**src/rtl/chain_pkg.sv**
```systemverilog
package chain_pkg;
  // Ring predecessor of slice i among n slices.
  function automatic int prev_idx(input int i, input int n);
    return (i + n - 1) % n;
  endfunction
endpackage

```
**src/rtl/chain_slice.sv**
```systemverilog
module chain_slice #(
  parameter int DATA_W = 9,
  parameter int DEPTH  = 8,
  parameter int IDX    = 0,
  parameter int SEL_W  = 2
) (
  input  logic              clk,
  input  logic              rst,
  input  logic [SEL_W-1:0]  first_slot,
  input  logic              wr_ok,
  input  logic              rd_ok,
  input  logic [DATA_W-1:0] wr_data,
  input  logic              xi_w,
  input  logic              xi_r,
  output logic              xo_w,
  output logic              xo_r,
  output logic              wr_tok,
  output logic              rd_tok,
  output logic              wr_acc,
  output logic              rd_acc,
  output logic              is_full,
  output logic              is_empty,
  output logic [DATA_W-1:0] q
);
  localparam int PTR_W = $clog2(DEPTH);
  localparam int CNT_W = $clog2(DEPTH + 1);
  localparam logic [PTR_W-1:0] LAST = PTR_W'(DEPTH - 1);

  logic [DATA_W-1:0] mem [DEPTH];
  logic [PTR_W-1:0]  wptr, rptr;
  logic [CNT_W-1:0]  cnt;

  assign wr_acc   = wr_ok & wr_tok;
  assign rd_acc   = rd_ok & rd_tok;
  assign xo_w     = wr_acc & (wptr == LAST);
  assign xo_r     = rd_acc & (rptr == LAST);
  assign is_full  = (cnt == CNT_W'(DEPTH));
  assign is_empty = (cnt == '0);

  // Storage without reset so it maps onto block RAM.
  always_ff @(posedge clk) begin
    if (wr_acc) mem[wptr] <= wr_data;
    if (rd_acc) q <= mem[rptr];
  end

  always_ff @(posedge clk) begin
    if (rst) begin
      wptr   <= '0;
      rptr   <= '0;
      cnt    <= '0;
      wr_tok <= (first_slot == SEL_W'(IDX));
      rd_tok <= (first_slot == SEL_W'(IDX));
    end else begin
      if (wr_acc) wptr <= (wptr == LAST) ? '0 : wptr + 1'b1;
      if (rd_acc) rptr <= (rptr == LAST) ? '0 : rptr + 1'b1;
      cnt    <= cnt + CNT_W'(wr_acc) - CNT_W'(rd_acc);
      wr_tok <= xi_w | (wr_tok & ~xo_w);
      rd_tok <= xi_r | (rd_tok & ~xo_r);
    end
  end

  AST_NO_OVERFLOW: assert property (@(posedge clk) disable iff (rst)
    wr_acc |-> (cnt != CNT_W'(DEPTH)));
  AST_NO_UNDERFLOW: assert property (@(posedge clk) disable iff (rst)
    rd_acc |-> (cnt != '0));
endmodule

```
**src/rtl/chain_rdmux.sv**
```systemverilog
module chain_rdmux #(
  parameter int N      = 4,
  parameter int DATA_W = 9
) (
  input  logic [N-1:0]        sel,
  input  logic [N*DATA_W-1:0] din,
  output logic [DATA_W-1:0]   dout
);
  always_comb begin
    dout = '0;
    for (int i = 0; i < N; i++)
      if (sel[i]) dout = dout | din[i*DATA_W +: DATA_W];
  end
endmodule

```
**src/rtl/chain_fifo.sv**
```systemverilog
module chain_fifo #(
  parameter int N      = 4,
  parameter int DEPTH  = 8,
  parameter int DATA_W = 9,
  localparam int SEL_W = $clog2(N)
) (
  input  logic              clk,
  input  logic              rst,
  input  logic [SEL_W-1:0]  first_slot,
  input  logic              wr_en,
  input  logic [DATA_W-1:0] wr_data,
  input  logic              rd_en,
  output logic              rd_valid,
  output logic [DATA_W-1:0] rd_data,
  output logic              full,
  output logic              empty,
  output logic [N-1:0]      slice_wr_en,
  output logic [N-1:0]      slice_rd_en,
  output logic [N-1:0]      wr_owner,
  output logic [N-1:0]      rd_owner
);
  logic [N-1:0]        xo_w, xo_r, xi_w, xi_r, s_full, s_empty;
  logic [N*DATA_W-1:0] q_flat;
  logic [N-1:0]        rd_src;
  logic                wr_ok, rd_ok;

  assign full  = |(wr_owner & s_full);
  assign empty = |(rd_owner & s_empty);
  assign wr_ok = wr_en & ~full;
  assign rd_ok = rd_en & ~empty;

  for (genvar g = 0; g < N; g++) begin : g_slice
    assign xi_w[g] = xo_w[chain_pkg::prev_idx(g, N)];
    assign xi_r[g] = xo_r[chain_pkg::prev_idx(g, N)];
    chain_slice #(.DATA_W(DATA_W), .DEPTH(DEPTH), .IDX(g), .SEL_W(SEL_W)) slice_i (
      .clk(clk), .rst(rst), .first_slot(first_slot),
      .wr_ok(wr_ok), .rd_ok(rd_ok), .wr_data(wr_data),
      .xi_w(xi_w[g]), .xi_r(xi_r[g]), .xo_w(xo_w[g]), .xo_r(xo_r[g]),
      .wr_tok(wr_owner[g]), .rd_tok(rd_owner[g]),
      .wr_acc(slice_wr_en[g]), .rd_acc(slice_rd_en[g]),
      .is_full(s_full[g]), .is_empty(s_empty[g]),
      .q(q_flat[g*DATA_W +: DATA_W])
    );
  end

  always_ff @(posedge clk) begin
    if (rst) begin
      rd_valid <= 1'b0;
      rd_src   <= '0;
    end else begin
      rd_valid <= |slice_rd_en;
      if (|slice_rd_en) rd_src <= slice_rd_en;
    end
  end

  chain_rdmux #(.N(N), .DATA_W(DATA_W)) rdmux_i (
    .sel(rd_src), .din(q_flat), .dout(rd_data)
  );

  AST_WR_OWNER_ONEHOT: assert property (@(posedge clk) disable iff (rst)
    $countones(wr_owner) == 1);
  AST_RD_OWNER_ONEHOT: assert property (@(posedge clk) disable iff (rst)
    $countones(rd_owner) == 1);
  AST_WR_TOKEN_ADVANCE: assert property (@(posedge clk) disable iff (rst)
    (|xo_w) |=> wr_owner == $past({wr_owner[N-2:0], wr_owner[N-1]}));
  AST_WR_TOKEN_HOLD: assert property (@(posedge clk) disable iff (rst)
    !(|xo_w) |=> $stable(wr_owner));
  AST_RD_TOKEN_ADVANCE: assert property (@(posedge clk) disable iff (rst)
    (|xo_r) |=> rd_owner == $past({rd_owner[N-2:0], rd_owner[N-1]}));
  AST_RD_TOKEN_HOLD: assert property (@(posedge clk) disable iff (rst)
    !(|xo_r) |=> $stable(rd_owner));
  AST_SINGLE_WRITER: assert property (@(posedge clk) disable iff (rst)
    $onehot0(slice_wr_en) && $onehot0(slice_rd_en));
  AST_EMPTY_SAME_SLICE: assert property (@(posedge clk) disable iff (rst)
    empty |-> (wr_owner == rd_owner));
  AST_NO_WRITE_WHEN_FULL: assert property (@(posedge clk) disable iff (rst)
    full |-> (slice_wr_en == '0));
endmodule

```
**config.mk**
```make
export PLATFORM = sky130hd
export DESIGN_NAME = chain_fifo
export DESIGN_NICKNAME = d
export VERILOG_FILES = /design/src/rtl/chain_pkg.sv /design/src/rtl/chain_slice.sv /design/src/rtl/chain_rdmux.sv /design/src/rtl/chain_fifo.sv
export SDC_FILE = /design/constraint.sdc
export NUM_CORES = 1
export LEC_CHECK = 0
export ABC_AREA = 1
export BUFFER_PORTS_ARGS = -buffer_cell sky130_fd_sc_hd__buf_2
export CAP_MARGIN = 0
export CORE_MARGIN = 1
export CORE_UTILIZATION = 50
export CTS_BUF_LIST = sky130_fd_sc_hd__clkbuf_4
export DETAILED_ROUTE_END_ITERATION = 10
export PLACE_DENSITY = 0.77
export SETUP_SLACK_MARGIN = 0.05
export SYNTH_ARGS = -nofsm -noshare
export SYNTH_HDL_FRONTEND = slang
export SYNTH_HIERARCHICAL = 1
export SYNTH_SLANG_ARGS = --single-unit
```
**constraint.sdc**
```tcl
create_clock -name clk -period 3.3 [get_ports clk]
set_clock_uncertainty 0.2 [all_clocks]
set_input_delay 0.33 -clock clk [delete_from_list [all_inputs] [get_ports clk]]
set_output_delay 0.33 -clock clk [all_outputs]
set_load 0.01 [all_outputs]
```
# Yosys cells after proc, flatten, opt, wreduce, memory -nomap -nowiden
# Memory sizes are Yosys's and may differ from the RTL's. A register that Yosys moved wholly into a read port is not among the register bits.
# Cells that the tools add are included.
# Widths: inputs -> output; s select.
[totals]
reg_bits = 53
mem_bits_rw = 288
inputBits = 15
out_inout_bits = 28
wordCells = 142
memories = 4
[op_classes]
addsub = 16
n_eq_ne = 15
muxes = 28
n_bitwise = 49
reduce_logical = 8
[mem_list]
columns = ["memory", "words", "word_bits", "read_ports", "rd_ports_with_merged_regs", "write_ports", "line_no", "rtl"]
rows = [
  ["g_slice[0].slice_i.mem", 8, 9, 1, 1, 1, "chain_slice.sv:29", "logic [DATA_W-1:0] mem [DEPTH];"],
  ["g_slice[1].slice_i.mem", 8, 9, 1, 1, 1, "chain_slice.sv:29", ""],
  ["g_slice[2].slice_i.mem", 8, 9, 1, 1, 1, "chain_slice.sv:29", ""],
  ["g_slice[3].slice_i.mem", 8, 9, 1, 1, 1, "chain_slice.sv:29", ""],
]
[op_table]
columns = ["op", "n"]
rows = [
  ["$mux 9", 4],
  ["$or 9x9->9", 3],
  ["$and 1x1->1", 26],
  ["$add 3x1->3 const B", 8],
  ["$eq 3x3->1 const B", 8],
  ["$mux 3", 8],
  ["$add 4x1->4", 4],
  ["$eq 4x4->1 const B", 4],
  ["$logic_not 4->1", 4],
  ["$mux 1", 16],
  ["$sub 4x1->4", 4],
  ["$reduce_or 4->1", 3],
  ["$not 1->1", 10],
  ["$and 4x4->4", 2],
  ["$or 1x1->1", 8],
  ["$eq 2x2->1 const B", 2],
  ["$eq 2x1->1 const B", 1],
  ["$logic_not 2->1", 1],
]

# Logic depth before layout (Yosys ltp)
[depth]
word_depth = 11
depth_mapped = 16
mapped_depth_nobuf = 16

# By module
# Netlist, hierarchy kept.
[modules_own_cells]
columns = ["mod", "instances", "cells_each", "area_each_um2"]
rows = [
  ["chain_slice (g_slice[0].slice_i)", 1, 417, 4215.3],
  ["chain_slice (g_slice[1].slice_i)", 1, 416, 4149.0],
  ["chain_slice (g_slice[2].slice_i)", 1, 414, 4146.5],
  ["chain_slice (g_slice[3].slice_i)", 1, 414, 4144.0],
  ["chain_rdmux", 1, 85, 344.1],
  ["chain_fifo", 1, 34, 230.2],
]

# Worst setup path before layout
# No wires, ideal clock.
[synth_timing]
path_type = "register to register"
from = "register g_slice[0].slice_i.cnt[2]"
to = "register g_slice[2].slice_i.cnt[2]"
setup_ns = 0.114
t_arrival_ns = 2.829
setup_slack_ns = 0.157
stages_incl_launch_ff = 16
path_buffers = 0
period_less_slack_ns = 3.143
path_cell_list = "dfxtp_1 -> inv_1 -> ha_1 -> nor3b_1 -> nand2_1 -> nand4_1 -> nor2_1 -> nand2_1 -> inv_1 -> ha_1 -> inv_1 -> ha_1 -> inv_1 -> fa_1 -> xor2_1 -> nor2_1"
[synth_rtl]
columns = ["item", "line_no", "rtl"]
rows = [
  ["start, declared", "chain_slice.sv:31", "logic [CNT_W-1:0] cnt;"],
  ["start signal, assigned", "chain_slice.sv:56", "cnt <= cnt + CNT_W'(wr_acc) - CNT_W'(rd_acc);"],
  ["$logic_not 4->1", "chain_slice.sv:38", "assign is_empty = (cnt == '0);"],
  ["named net s_empty[0]", "chain_fifo.sv:22", "logic [N-1:0] xo_w, xo_r, xi_w, xi_r, s_full, s_empty;"],
  ["$and 4x4->4", "chain_fifo.sv:28", "assign empty = |(rd_owner & s_empty);"],
  ["$reduce_or 4->1", "chain_fifo.sv:28", ""],
  ["named net empty", "chain_fifo.sv:16", "output logic empty,"],
  ["$not 1->1", "chain_fifo.sv:30", "assign rd_ok = rd_en & ~empty;"],
  ["$and 1x1->1", "chain_fifo.sv:30", ""],
  ["named net rd_ok", "chain_fifo.sv:25", "logic wr_ok, rd_ok;"],
  ["$and 1x1->1", "chain_slice.sv:34", "assign rd_acc = rd_ok & rd_tok;"],
  ["named net slice_rd_en[2]", "chain_fifo.sv:18", "output logic [N-1:0] slice_rd_en,"],
  ["$sub 4x1->4", "chain_slice.sv:56", ""],
  ["end signal, assigned", "chain_slice.sv:56", ""],
  ["end, declared", "chain_slice.sv:31", ""],
]
# The timed path passes the listed nets, and every way through them passes these cells.
# A chain may end at the register's enable or synchronous reset.

# Worst setup path after layout
[layout_timing]
from = "register g_slice[0].slice_i.cnt[2]"
to = "output slice_rd_en[2]"
[layout_via]
elab_chain_len = 6
[layout_lines]
columns = ["item", "line_no"]
rows = [
  ["$logic_not 4->1", "chain_slice.sv:38"],
  ["named net s_empty[0]", "chain_fifo.sv:22"],
  ["$and 4x4->4", "chain_fifo.sv:28"],
  ["$reduce_or 4->1", "chain_fifo.sv:28"],
  ["$not 1->1", "chain_fifo.sv:30"],
  ["$and 1x1->1", "chain_fifo.sv:30"],
  ["named net rd_ok", "chain_fifo.sv:25"],
  ["$and 1x1->1", "chain_slice.sv:34"],
  ["end, declared", "chain_fifo.sv:18"],
]
# The timed path passes the listed nets, and every way through them passes these cells.

==> impl_metrics.tcl <==
set metrics [dict create \
    cts_sinks 377 \
    drive_gt1_frac 0.1276 \
    status "complete, no violations" \
    final_max_slew_viol_count 0 \
    ant_nets 0 \
    max-cap-violations 0 \
    syn_inst 1780 \
    critPathMaxFanout 13 \
    synth_top_cell_area_share 0.5647 \
    r2r_start "g_slice[0].slice_i/cnt[2]$_SDFF_PP0_" \
    ios 43 \
    yosysTopAreaCell "edfxtp_1" \
    ys_warn_count 6 \
    insertion_delay_ps 730 \
    yosys-top-cells-area "edfxtp_1 56%, nand2_1 13%, inv_1 8.4%" \
    crit_type "flip-flop to output pin" \
    r2r_slack_ps 340 \
    powerDensity_mw_per_mm2 558.5 \
    yosysSeqAreaShare 0.6263 \
    worst_pin_slew_ps 804.9 \
    tns_ps 0 \
    cts_setup_buffers 0 \
    startpoint "g_slice[0].slice_i/cnt[2]$_SDFF_PP0_" \
    synthTopCellsByCount "592 x nand2_1, 384 x inv_1, 324 x edfxtp_1" \
    ys_ff_latch 377 \
    min_to "g_slice[2].slice_i/mem[7][7]$_DFFE_PP_" \
    grt_pass1_vias 12000 \
    htree_levels 3 \
    place_hpwl_mm 23.80 \
    wl_per_cell_microns 15.19 \
    antenna_found_initial 2 \
    synth_nets 1839 \
    syn_area_sq_mm 0.01723 \
    cp_num_buf_inv 5 \
    die_h_microns 187.6 \
    crit_family "buffers and inverters" \
    ir_drop_uv 296.8 \
    critPathArrivalTime_ps 2510 \
    grt_max_degree 39 \
    drc 0 \
    cts_root_buffer "clkbuf_4" \
    synth_cell_types 31 \
    rows 67 \
    numCtsBuffers 93 \
    layout.nets 1981 \
    end_kind "output pin" \
    dieArea_sq_mm 0.03521 \
    min_path_type "primary input to flip-flop" \
    synth_edf_count 324 \
    drtPass1Iterations 5 \
    r2r_cells 16 \
    p_leak_nw 8.832 \
    drt_iter0_drc 930 \
    cp_cell_sequence "inv_1 -> ha_1 -> nor3b_1 -> nand2_1 -> nand4_1 -> nor2_1 -> buf_4 -> nand2_1 -> inv_1 -> buf_4 -> buf_2" \
    syn_area_per_cell_sq_um 9.679 \
    hold_viol 0 \
    rr_endpoint "g_slice[2].slice_i/cnt[2]$_SDFF_PP0_" \
    max_stage_delay_ps 300 \
    rsz0062_at_grt "no" \
    place.port_buffers 42 \
    min_delay_path_depth 1 \
    fmax_mhz 329.2 \
    grt_usage 0.2175 \
    die_w_microns 187.6 \
    max_slew_margin 0.4634 \
    core_area_sq_mm 0.03370 \
    gr-total-overflow 0 \
    finalSetupViolCount 0 \
    synthFlopType "edfxtp_1" \
    viasPerCell 4.864 \
    cts_tree "done" \
    grt_pass1_wl_mm 59.94 \
    fin_crit_ps 3038 \
    clk_pin_slew_ps 80 \
    wirelength_mm 37.19 \
    vias 11910 \
    async_reset_ff_frac 0 \
    start_util 0.5112 \
    min_from "wr_data[7]" \
    period_share 0.9206 \
    area_growth_pct 11.07 \
    place_congestion 0.8622 \
    slowest_stage "dfxtp_1" \
    critPathLaunchType "flip-flop" \
    crit_required_ps 2770 \
    clock_path_buffers 3 \
    synth.most_common_cell "nand2_1" \
    whs_ps 41.65 \
]
## layout make-up
cell class              count  area [sq um]
diodes                      3         7.507
clock buffers             139          1044
clock inverters            32         182.7
fillers                  2861         14560
inverters                 396          1491
multi-input cells         957          4408
flip-flops and latches    377         10790
well taps                 448         560.5
repair buffers             97         653.1
## metrics by stage
stage | setup WS [ps] | utilization | instances | cell area (sq um) | total power, mW
final | 262.0 | 0.5679 | 2449 | 19140 | 10.69
after global routing | 53.05 | 0.5678 | 2448 | 19130 | 11.20
after CTS | 206.8 | 0.5674 | 2446 | 19120 | 10.77
after detailed placement | 362.6 | 0.5284 | 2266 | 17810 | 6.848
after global placement | 504.2 | 0.5284 | 2266 | 17810 | 6.788
after floorplan | 156.6 | - | 1780 | 17230 | 6.456
## report_power, final
part | switching, mW | total (mW) | internal [mW]
combinational | 0.847 | 1.29 | 0.442
clock | 1.84 | 3.93 | 2.09
sequential | 0.118 | 5.47 | 5.35
## routing by layer
| metal | vias to the layer above | wire length, microns | track usage |
|---|---|---|---|
| met5 | - | 0 | 0 |
| li1 | 5919 | - | - |
| met4 | 0 | 958 | 0.08943 |
| met1 | 5518 | 15530 | 0.2767 |
| met2 | 401 | 17960 | 0.3654 |
| met3 | 75 | 2744 | 0.04136 |
## sequential cells by signal (all words and copies together) (netlist names)
register,count
rd_valid,1
g_slice.slice_i/cnt,16
g_slice.slice_i/mem,288
g_slice.slice_i/rptr,12
g_slice.slice_i/wr_tok,4
g_slice.slice_i/rd_tok,4
rd_src,4
g_slice.slice_i/wptr,12
g_slice.slice_i/q,36
## repair_timing
| action | 4_1_cts | 5_1_grt |
|---|---|---|
| gates resized for setup | 0 | 2 |
| hold endpoints to repair | 72 | 0 |
| hold buffers | 9 | 0 |
| endpoints found under the setup margin | 0 | 2 |
## kinds of logic (layout without fill, tap and decap cells)
family | after synthesis | after routing | synth area share
AOI/OAI and AO/OA | 63 | 63 | 0.01946
and+or+nand+nor | 846 | 846 | 0.2007
other | 0 | 3 | 0
xor gates and xnor gates | 4 | 4 | 0.002033
adders and majority gates | 44 | 44 | 0.03370
DFF | 377 | 377 | 0.6263
buffers and inverters | 446 | 664 | 0.1179
## cell usage in the layout, fill, tap and decap left out, types with 3 or more instances in the layout
cell           synthesis  layout
nand3_1              156     156
fa_1                   4       4
buf_4                 11      44
buf_2                 14      42
nor2_1                71      71
clkinv_1               4      27
ha_1                  40      40
clkbuf_4               1     139
diode_2                0       3
a21boi_0               8       8
dfxtp_1               53      53
a21oi_1               33      33
inv_2                  6       7
xor2_1                 4       4
or2_2                  4       4
nor3b_1                8       8
nand3_2                3       3
clkinv_2               0       5
dlygate4sd3_1          0       9
edfxtp_1             324     324
nor3_1                 4       4
nand2_1              592     592
inv_1                384     384
o21ai_0               22      22
## how the worst max path moves through the flow
stage	end	slack, ps	cells after the start
final	slice_rd_en[2]	260	11
after CTS	slice_rd_en[1]	210	11
after global placement	g_slice[3].slice_i/cnt[2]$_SDFF_PP0_	500	16
after detailed placement	g_slice[2].slice_i/cnt[2]$_SDFF_PP0_	360	16
after global routing	slice_rd_en[0]	50	11
after floorplan	g_slice[2].slice_i/cnt[2]$_SDFF_PP0_	160	15
Note: power is estimated with default switching activity, not from simulation.
